File: config.mk
export PLATFORM = sky130hd
export DESIGN_NAME = codec_pwr_ctrl
export DESIGN_NICKNAME = d
export VERILOG_FILES = /design/src/rtl/codec_pc_pkg.sv /design/src/rtl/codec_port_sel.sv /design/src/rtl/codec_instr_dec.sv /design/src/rtl/codec_clk_watch.sv /design/src/rtl/codec_slot_gate.sv /design/src/rtl/codec_pwr_ctrl.sv
export SDC_FILE = /design/constraint.sdc
export NUM_CORES = 1
export LEC_CHECK = 0
export ABC_AREA = 1
export CAP_MARGIN = 20
export CORE_UTILIZATION = 61
export DETAILED_ROUTE_END_ITERATION = 6
export GPL_TIMING_DRIVEN = 0
export PLACE_DENSITY_LB_ADDON = 0.15
export SLEW_MARGIN = 20
export SYNTH_ARGS = -nofsm -noshare
export SYNTH_HDL_FRONTEND = slang
export SYNTH_SLANG_ARGS = --single-unit
export TNS_END_PERCENT = 10
File: constraint.sdc
create_clock -name clk -period 6.1 [get_ports clk]
set_input_delay 0.915 -clock clk [delete_from_list [all_inputs] [get_ports clk]]
set_output_delay 0.915 -clock clk [all_outputs]
set_load 0.01 [all_outputs]
File: src/rtl/codec_pc_pkg.sv
package codec_pc_pkg;
  localparam int BYTE_W   = 8;
  localparam int P_BIT    = 2;   // power bit: 0 up, 1 down
  localparam int NOPWR_BIT = 1;  // single byte: 1 = not a power command
  localparam int ADDR_LSB = 3;   // header register address field

  typedef struct packed {
    logic              valid;
    logic              last;
    logic [BYTE_W-1:0] data;
  } ctl_beat_t;
endpackage

File: src/rtl/codec_port_sel.sv
module codec_port_sel
  import codec_pc_pkg::*;
(
  input  logic              mode_sel,
  input  logic              mon_valid,
  input  logic [BYTE_W-1:0] mon_byte,
  input  logic              mon_last,
  input  logic              ser_valid,
  input  logic [BYTE_W-1:0] ser_byte,
  input  logic              ser_last,
  output ctl_beat_t         beat
);
  always_comb begin
    if (mode_sel) begin
      beat.valid = ser_valid;
      beat.last  = ser_last;
      beat.data  = ser_byte;
    end else begin
      beat.valid = mon_valid;
      beat.last  = mon_last;
      beat.data  = mon_byte;
    end
  end
endmodule

File: src/rtl/codec_instr_dec.sv
module codec_instr_dec
  import codec_pc_pkg::*;
#(
  parameter int ADDR_W = 3
) (
  input  logic              clk,
  input  logic              rst_n,
  input  ctl_beat_t         beat,
  output logic              wr_en,
  output logic [ADDR_W-1:0] wr_addr,
  output logic [BYTE_W-1:0] wr_data,
  output logic              pcmd_valid,
  output logic              pcmd_down
);
  logic              busy_q, busy_d;
  logic [ADDR_W-1:0] ptr_q, ptr_d;
  logic              pbit_q, pbit_d;

  always_comb begin
    busy_d     = busy_q;
    ptr_d      = ptr_q;
    pbit_d     = pbit_q;
    wr_en      = 1'b0;
    wr_addr    = ptr_q;
    wr_data    = beat.data;
    pcmd_valid = 1'b0;
    pcmd_down  = pbit_q;
    if (beat.valid) begin
      if (!busy_q) begin
        if (beat.last) begin
          pcmd_valid = ~beat.data[NOPWR_BIT];
          pcmd_down  = beat.data[P_BIT];
        end else begin
          busy_d = 1'b1;
          ptr_d  = beat.data[ADDR_LSB +: ADDR_W];
          pbit_d = beat.data[P_BIT];
        end
      end else begin
        wr_en = 1'b1;
        ptr_d = ptr_q + ADDR_W'(1);
        if (beat.last) begin
          busy_d     = 1'b0;
          pcmd_valid = 1'b1;
        end
      end
    end
  end

  always_ff @(posedge clk or negedge rst_n) begin
    if (!rst_n) begin
      busy_q <= 1'b0;
      ptr_q  <= '0;
      pbit_q <= 1'b1;
    end else begin
      busy_q <= busy_d;
      ptr_q  <= ptr_d;
      pbit_q <= pbit_d;
    end
  end
endmodule

File: src/rtl/codec_clk_watch.sv
module codec_clk_watch #(
  parameter int TIMEOUT = 64
) (
  input  logic clk,
  input  logic rst_n,
  input  logic mclk,
  output logic mclk_absent
);
  localparam int CNT_W = $clog2(TIMEOUT + 1);
  localparam logic [CNT_W-1:0] LIMIT = CNT_W'(TIMEOUT);

  logic [2:0]       smp_q;
  logic [CNT_W-1:0] cnt_q, cnt_d;
  logic             edge_seen;

  assign edge_seen = smp_q[1] ^ smp_q[2];

  always_comb begin
    cnt_d = cnt_q;
    if (edge_seen)          cnt_d = '0;
    else if (cnt_q != LIMIT) cnt_d = cnt_q + CNT_W'(1);
  end

  always_ff @(posedge clk or negedge rst_n) begin
    if (!rst_n) begin
      smp_q <= '0;
      cnt_q <= '0;
    end else begin
      smp_q <= {smp_q[1:0], mclk};
      cnt_q <= cnt_d;
    end
  end

  assign mclk_absent = (cnt_q == LIMIT);
endmodule

File: src/rtl/codec_slot_gate.sv
module codec_slot_gate #(
  parameter int FS_NEED = 2
) (
  input  logic clk,
  input  logic rst_n,
  input  logic fsync,
  input  logic powered_up,
  input  logic slot_active,
  output logic dx_oe
);
  localparam int FW = $clog2(FS_NEED + 1);
  localparam logic [FW-1:0] NEED = FW'(FS_NEED);

  logic          fs_prev_q;
  logic [FW-1:0] fs_cnt_q, fs_cnt_d;

  always_comb begin
    fs_cnt_d = fs_cnt_q;
    if (!powered_up)
      fs_cnt_d = '0;
    else if (fsync && !fs_prev_q && fs_cnt_q != NEED)
      fs_cnt_d = fs_cnt_q + FW'(1);
  end

  always_ff @(posedge clk or negedge rst_n) begin
    if (!rst_n) begin
      fs_prev_q <= 1'b0;
      fs_cnt_q  <= '0;
    end else begin
      fs_prev_q <= fsync;
      fs_cnt_q  <= fs_cnt_d;
    end
  end

  assign dx_oe = powered_up & slot_active & (fs_cnt_q == NEED);
endmodule

File: src/rtl/codec_pwr_ctrl.sv
module codec_pwr_ctrl
  import codec_pc_pkg::*;
#(
  parameter int ADDR_W       = 3,
  parameter int LOSS_TIMEOUT = 64,
  parameter int FS_NEED      = 2
) (
  input  logic              clk,
  input  logic              rst_n,
  input  logic              mclk,
  input  logic              fsync,
  input  logic              slot_active,
  input  logic              mode_sel,
  input  logic              mon_valid,
  input  logic [BYTE_W-1:0] mon_byte,
  input  logic              mon_last,
  input  logic              ser_valid,
  input  logic [BYTE_W-1:0] ser_byte,
  input  logic              ser_last,
  input  logic [ADDR_W-1:0] reg_rd_addr,
  output logic [BYTE_W-1:0] reg_rd_data,
  output logic              pwr_down,
  output logic              codec_en,
  output logic              lo_oe,
  output logic              dx_oe,
  output logic              clk_lost
);
  localparam int REG_N = 1 << ADDR_W;

  // reset: asserted asynchronously, released on a clock edge
  logic [1:0] rst_sync_q;
  logic       rst_int_n;
  always_ff @(posedge clk or negedge rst_n) begin
    if (!rst_n) rst_sync_q <= 2'b00;
    else        rst_sync_q <= {rst_sync_q[0], 1'b1};
  end
  assign rst_int_n = rst_sync_q[1];

  ctl_beat_t         beat;
  logic              wr_en, pcmd_valid, pcmd_down, mclk_absent;
  logic [ADDR_W-1:0] wr_addr;
  logic [BYTE_W-1:0] wr_data;

  codec_port_sel u_sel (
    .mode_sel (mode_sel),
    .mon_valid(mon_valid), .mon_byte(mon_byte), .mon_last(mon_last),
    .ser_valid(ser_valid), .ser_byte(ser_byte), .ser_last(ser_last),
    .beat     (beat)
  );

  codec_instr_dec #(.ADDR_W(ADDR_W)) u_dec (
    .clk(clk), .rst_n(rst_int_n), .beat(beat),
    .wr_en(wr_en), .wr_addr(wr_addr), .wr_data(wr_data),
    .pcmd_valid(pcmd_valid), .pcmd_down(pcmd_down)
  );

  codec_clk_watch #(.TIMEOUT(LOSS_TIMEOUT)) u_watch (
    .clk(clk), .rst_n(rst_int_n), .mclk(mclk), .mclk_absent(mclk_absent)
  );

  // control register bank
  logic [BYTE_W-1:0] regs_q [REG_N];
  logic [BYTE_W-1:0] regs_d [REG_N];

  always_comb begin
    for (int i = 0; i < REG_N; i++) begin
      regs_d[i] = regs_q[i];
      if (wr_en && wr_addr == ADDR_W'(i)) regs_d[i] = wr_data;
    end
  end

  always_ff @(posedge clk or negedge rst_int_n) begin
    if (!rst_int_n) begin
      for (int i = 0; i < REG_N; i++) regs_q[i] <= '0;
    end else begin
      for (int i = 0; i < REG_N; i++) regs_q[i] <= regs_d[i];
    end
  end

  assign reg_rd_data = regs_q[reg_rd_addr];

  // power state: clock loss outranks any command
  logic pwr_down_q, pwr_down_d, lost_q, lost_d;

  always_comb begin
    pwr_down_d = pwr_down_q;
    lost_d     = lost_q;
    if (mclk_absent) begin
      pwr_down_d = 1'b1;
      lost_d     = 1'b1;
    end else if (pcmd_valid) begin
      pwr_down_d = pcmd_down;
      lost_d     = 1'b0;
    end
  end

  always_ff @(posedge clk or negedge rst_int_n) begin
    if (!rst_int_n) begin
      pwr_down_q <= 1'b1;
      lost_q     <= 1'b0;
    end else begin
      pwr_down_q <= pwr_down_d;
      lost_q     <= lost_d;
    end
  end

  codec_slot_gate #(.FS_NEED(FS_NEED)) u_gate (
    .clk(clk), .rst_n(rst_int_n), .fsync(fsync),
    .powered_up(~pwr_down_q), .slot_active(slot_active), .dx_oe(dx_oe)
  );

  assign pwr_down = pwr_down_q;
  assign clk_lost = lost_q;
  assign codec_en = ~pwr_down_q;
  assign lo_oe    = ~pwr_down_q & ~lost_q;
endmodule

==> results.ini <==
[run_status]
outcome = finished, final reports clean

[global_routing]
antenna_found_initial = 0
grt_pass1_vias = 3494
grt_pass1_wl_microns = 16500
grt_max_degree = 44
gr-total-overflow = 0
track_usage_pct = 29.7

[cells_and_area]
final_cell_area_sq_um = 4970
drive_above_1_share_pct = 7.36
n_antenna_cell = 0
finalNetCount = 590
synthToLayoutAreaGrowth_pct = 16.5

[timing]
skew_ns = 0.00676
drv_slew = 0
final_hold_viol_count = 0
slew_headroom_pct = 63.6
worstMarginPinSlew_ns = 0.546
setup_tns_ns = 0
fin_crit_ns = 3.98
rsz0062_at_grt = no
setup_violations = 0
fmax_ghz = 0.251
period_share_pct = 65.2
worst_slack_ns = 2.12

[clock_network]
clkSlewWorstSetupHoldPaths_ns = 0.09
cts.hold.buffers_added = 0
htree_levels = 3
insertion_delay_ns = 0.36
clkSinkCount = 86
numCtsBuffers = 9
post-cts-setup-buffer-count = 0
clockBufferDepth = 2
cts_root_buffer = clkbuf_8
cts_tree = yes
cts_resized = 0

[die]
num_rows = 30
coreArea_sq_um = 6760
die-area_sq_um = 7330
initial_utilization_pct = 63.1
dieWidth_microns = 85.6
die-height_microns = 85.6
io-pin-count = 42

[worst_setup_path]
timing.rr.end = regs_q[15]$_DFFE_PN0P_
cp-startpoint = reg_rd_addr[1]
worstPathRequired_ns = 5.18
worstSetupPathType = in2out
endpoint_kind = output pin
crit_arrival_ns = 3.06
r2r_cells = 7
crit_path_end = reg_rd_data[2]
ff2ff_setup_slack_ns = 4.52
regToRegStartpoint = u_dec.wr_addr[0]$_DFFE_PN0P_
worstSetupStartpointType = primary input
worstPathMaxFanout = 10

[placed_design]
dp_hpwl_microns = 7010
gp_congestion = 0.869
dpl-instance-area_sq_um = 4790
pre_cts_ws_ns = 2.16
port_buffers = 40

[pwr]
p_sw_share_pct = 34.1
pwr-share-clk_pct = 20.3
powerDensity_nw_per_um2 = 372
cellLeakagePower_nw = 2.23
seq_power_share_pct = 50.6
vdd_drop_max_mv = 0.241
intPower_w = 0.00122
p_sw_w = 0.000630
p_comb_share_pct = 29.2

[detailed_routing]
routed_wl_microns = 9620
detail-route-antenna-nets = 0
wl_per_cell_microns = 15.1
drc = 0
dr.pass1.iters = 5
drtIter0Drc = 251
vias_per_cell = 5.59
num_vias = 3562

[synth]
synth_area_sq_um = 4270
avgSynthCellArea_sq_um = 8.53
yosysSeqAreaShare_pct = 50.5
synthArstFlopShare_pct = 100
synthFlopType = dfrtp_1
synth_nets = 538
synth-edff-count = 0
ys_ff_latch = 86
synthCells = 500
netlist-cell-type-count = 27
yosys_warnings = 0

[job]
drv_cap = 0

[worst_hold_path]
hold_class = reg2async

## cell usage after synthesis (2+ instances only)
cell	count	area, sq um
nand4_4	3	63.8
nand2_1	142	533
o21ai_1	8	40.0
dfrtp_1	84	2100
inv_1	43	161
o21a_1	32	240
nor2_1	32	120
nand3_1	12	60.1
buf_6	9	101
a21oi_1	14	70.1
o22ai_1	8	50.1
dfstp_2	2	52.6
o21ai_0	77	385
nand4_1	2	12.5
ha_1	9	113
clkbuf_1	8	30.0
nor2_4	5	56.3
## final cells by class
cell class                 count  area (sq um)
clock buffer                   9           124
fill                         529          1790
clock inverter                 7          57.6
tap                           80           100
buffer                        19           150
sequential                    86          2160
multi-input combinational    351          1800
timing repair buffer          41           420
inverter                      44           165
## metal layers
metal	wire length, microns	global-route usage [%]	share of wire [%]	up-vias
met2	4790	49.3	50	129
met5	0	0	0	-
met3	584	4.62	6.1	22
met1	3980	39.3	41	1677
met4	256	12.3	2.7	0
li1	-	-	-	1734
## worst min path at each step
stage                       startpoint                          to  depth (start not counted)
2_1_floorplan  rst_sync_q[0]$_DFF_PN0_     rst_sync_q[1]$_DFF_PN0_                          0
3_3_place_gp   rst_sync_q[0]$_DFF_PN0_     rst_sync_q[1]$_DFF_PN0_                          0
3_5_place_dp   rst_sync_q[1]$_DFF_PN0_  u_watch.smp_q[2]$_DFF_PN0_                          0
4_1_cts        rst_sync_q[1]$_DFF_PN0_  u_watch.smp_q[2]$_DFF_PN0_                          0
5_1_grt        rst_sync_q[1]$_DFF_PN0_  u_watch.smp_q[1]$_DFF_PN0_                          0
6_report       rst_sync_q[1]$_DFF_PN0_  u_watch.smp_q[2]$_DFF_PN0_                          0
## power groups by stage
stage,Clock (W),Combinational [W],Sequential [W]
after global placement,0,0.000510,0.000934
after floorplan,0,0.000379,0.000909
after detailed placement,0,0.000540,0.000938
final,0.000374,0.000539,0.000935
after CTS,0.000378,0.000543,0.000930
after global routing,0.000403,0.000612,0.000958
## cell usage in the layout (no fill, tap or decap), drive strengths merged
cell type | synthesis | final
o21ai | 85 | 85
nor4 | 1 | 1
xor2 | 1 | 1
dfstp | 2 | 2
nor2 | 37 | 37
inv | 44 | 47
a21oi | 14 | 14
o31ai | 1 | 1
conb | 1 | 1
clkbuf | 8 | 17
nand4 | 5 | 5
dfrtp | 84 | 84
ha | 9 | 9
clkinvlp | 0 | 2
o21a | 32 | 32
clkdlybuf4s50 | 0 | 40
nand2 | 144 | 144
clkinv | 0 | 2
nand3 | 12 | 12
buf | 11 | 12
o22ai | 8 | 8
nand3b | 1 | 1
## state kept, by name (all words and copies together) (netlist names)
name,cells
u_gate.fs_prev_q,1
u_dec.wr_addr,3
u_gate.fs_cnt_q,2
pwr_down,1
u_watch.smp_q,3
regs_q,64
u_dec.pbit_q,1
u_dec.busy_q,1
rst_sync_q,2
clk_lost,1
u_watch.cnt_q,7
## critical path, cell delays in order
cell             delay [ns]
clkdlybuf4s50_1        0.65
clkbuf_1               0.38
o21ai_0                0.16
o22ai_1                0.23
nand2_1                0.12
nand2_1                0.07
clkdlybuf4s50_1        0.52
## cells by family after synthesis
logic type / Yosys count / synth area share, %
AOI/OAI and AO/OA: 140 / 18.6
and+or+nand+nor: 200 / 20.6
adders and majority gates: 9 / 2.64
other: 1 / 0.0879
buffers and inverters: 63 / 7.39
xor gates and xnor gates: 1 / 0.205
DFF: 86 / 50.5
## through the flow
step | std cells | utilization [%] | total power [W] | hold slack, ns
3_5_place_dp | 621 | 70.9 | 0.00148 | 0.342
4_1_cts | 637 | 73.6 | 0.00185 | 0.354
6_report | 637 | 73.6 | 0.00185 | 0.320
3_3_place_gp | 620 | 70.5 | 0.00144 | 0.335
2_1_floorplan | 500 | - | 0.00129 | 0.331
5_1_grt | 637 | 73.6 | 0.00197 | 0.374
Note: power is estimated with default switching activity, not from simulation.
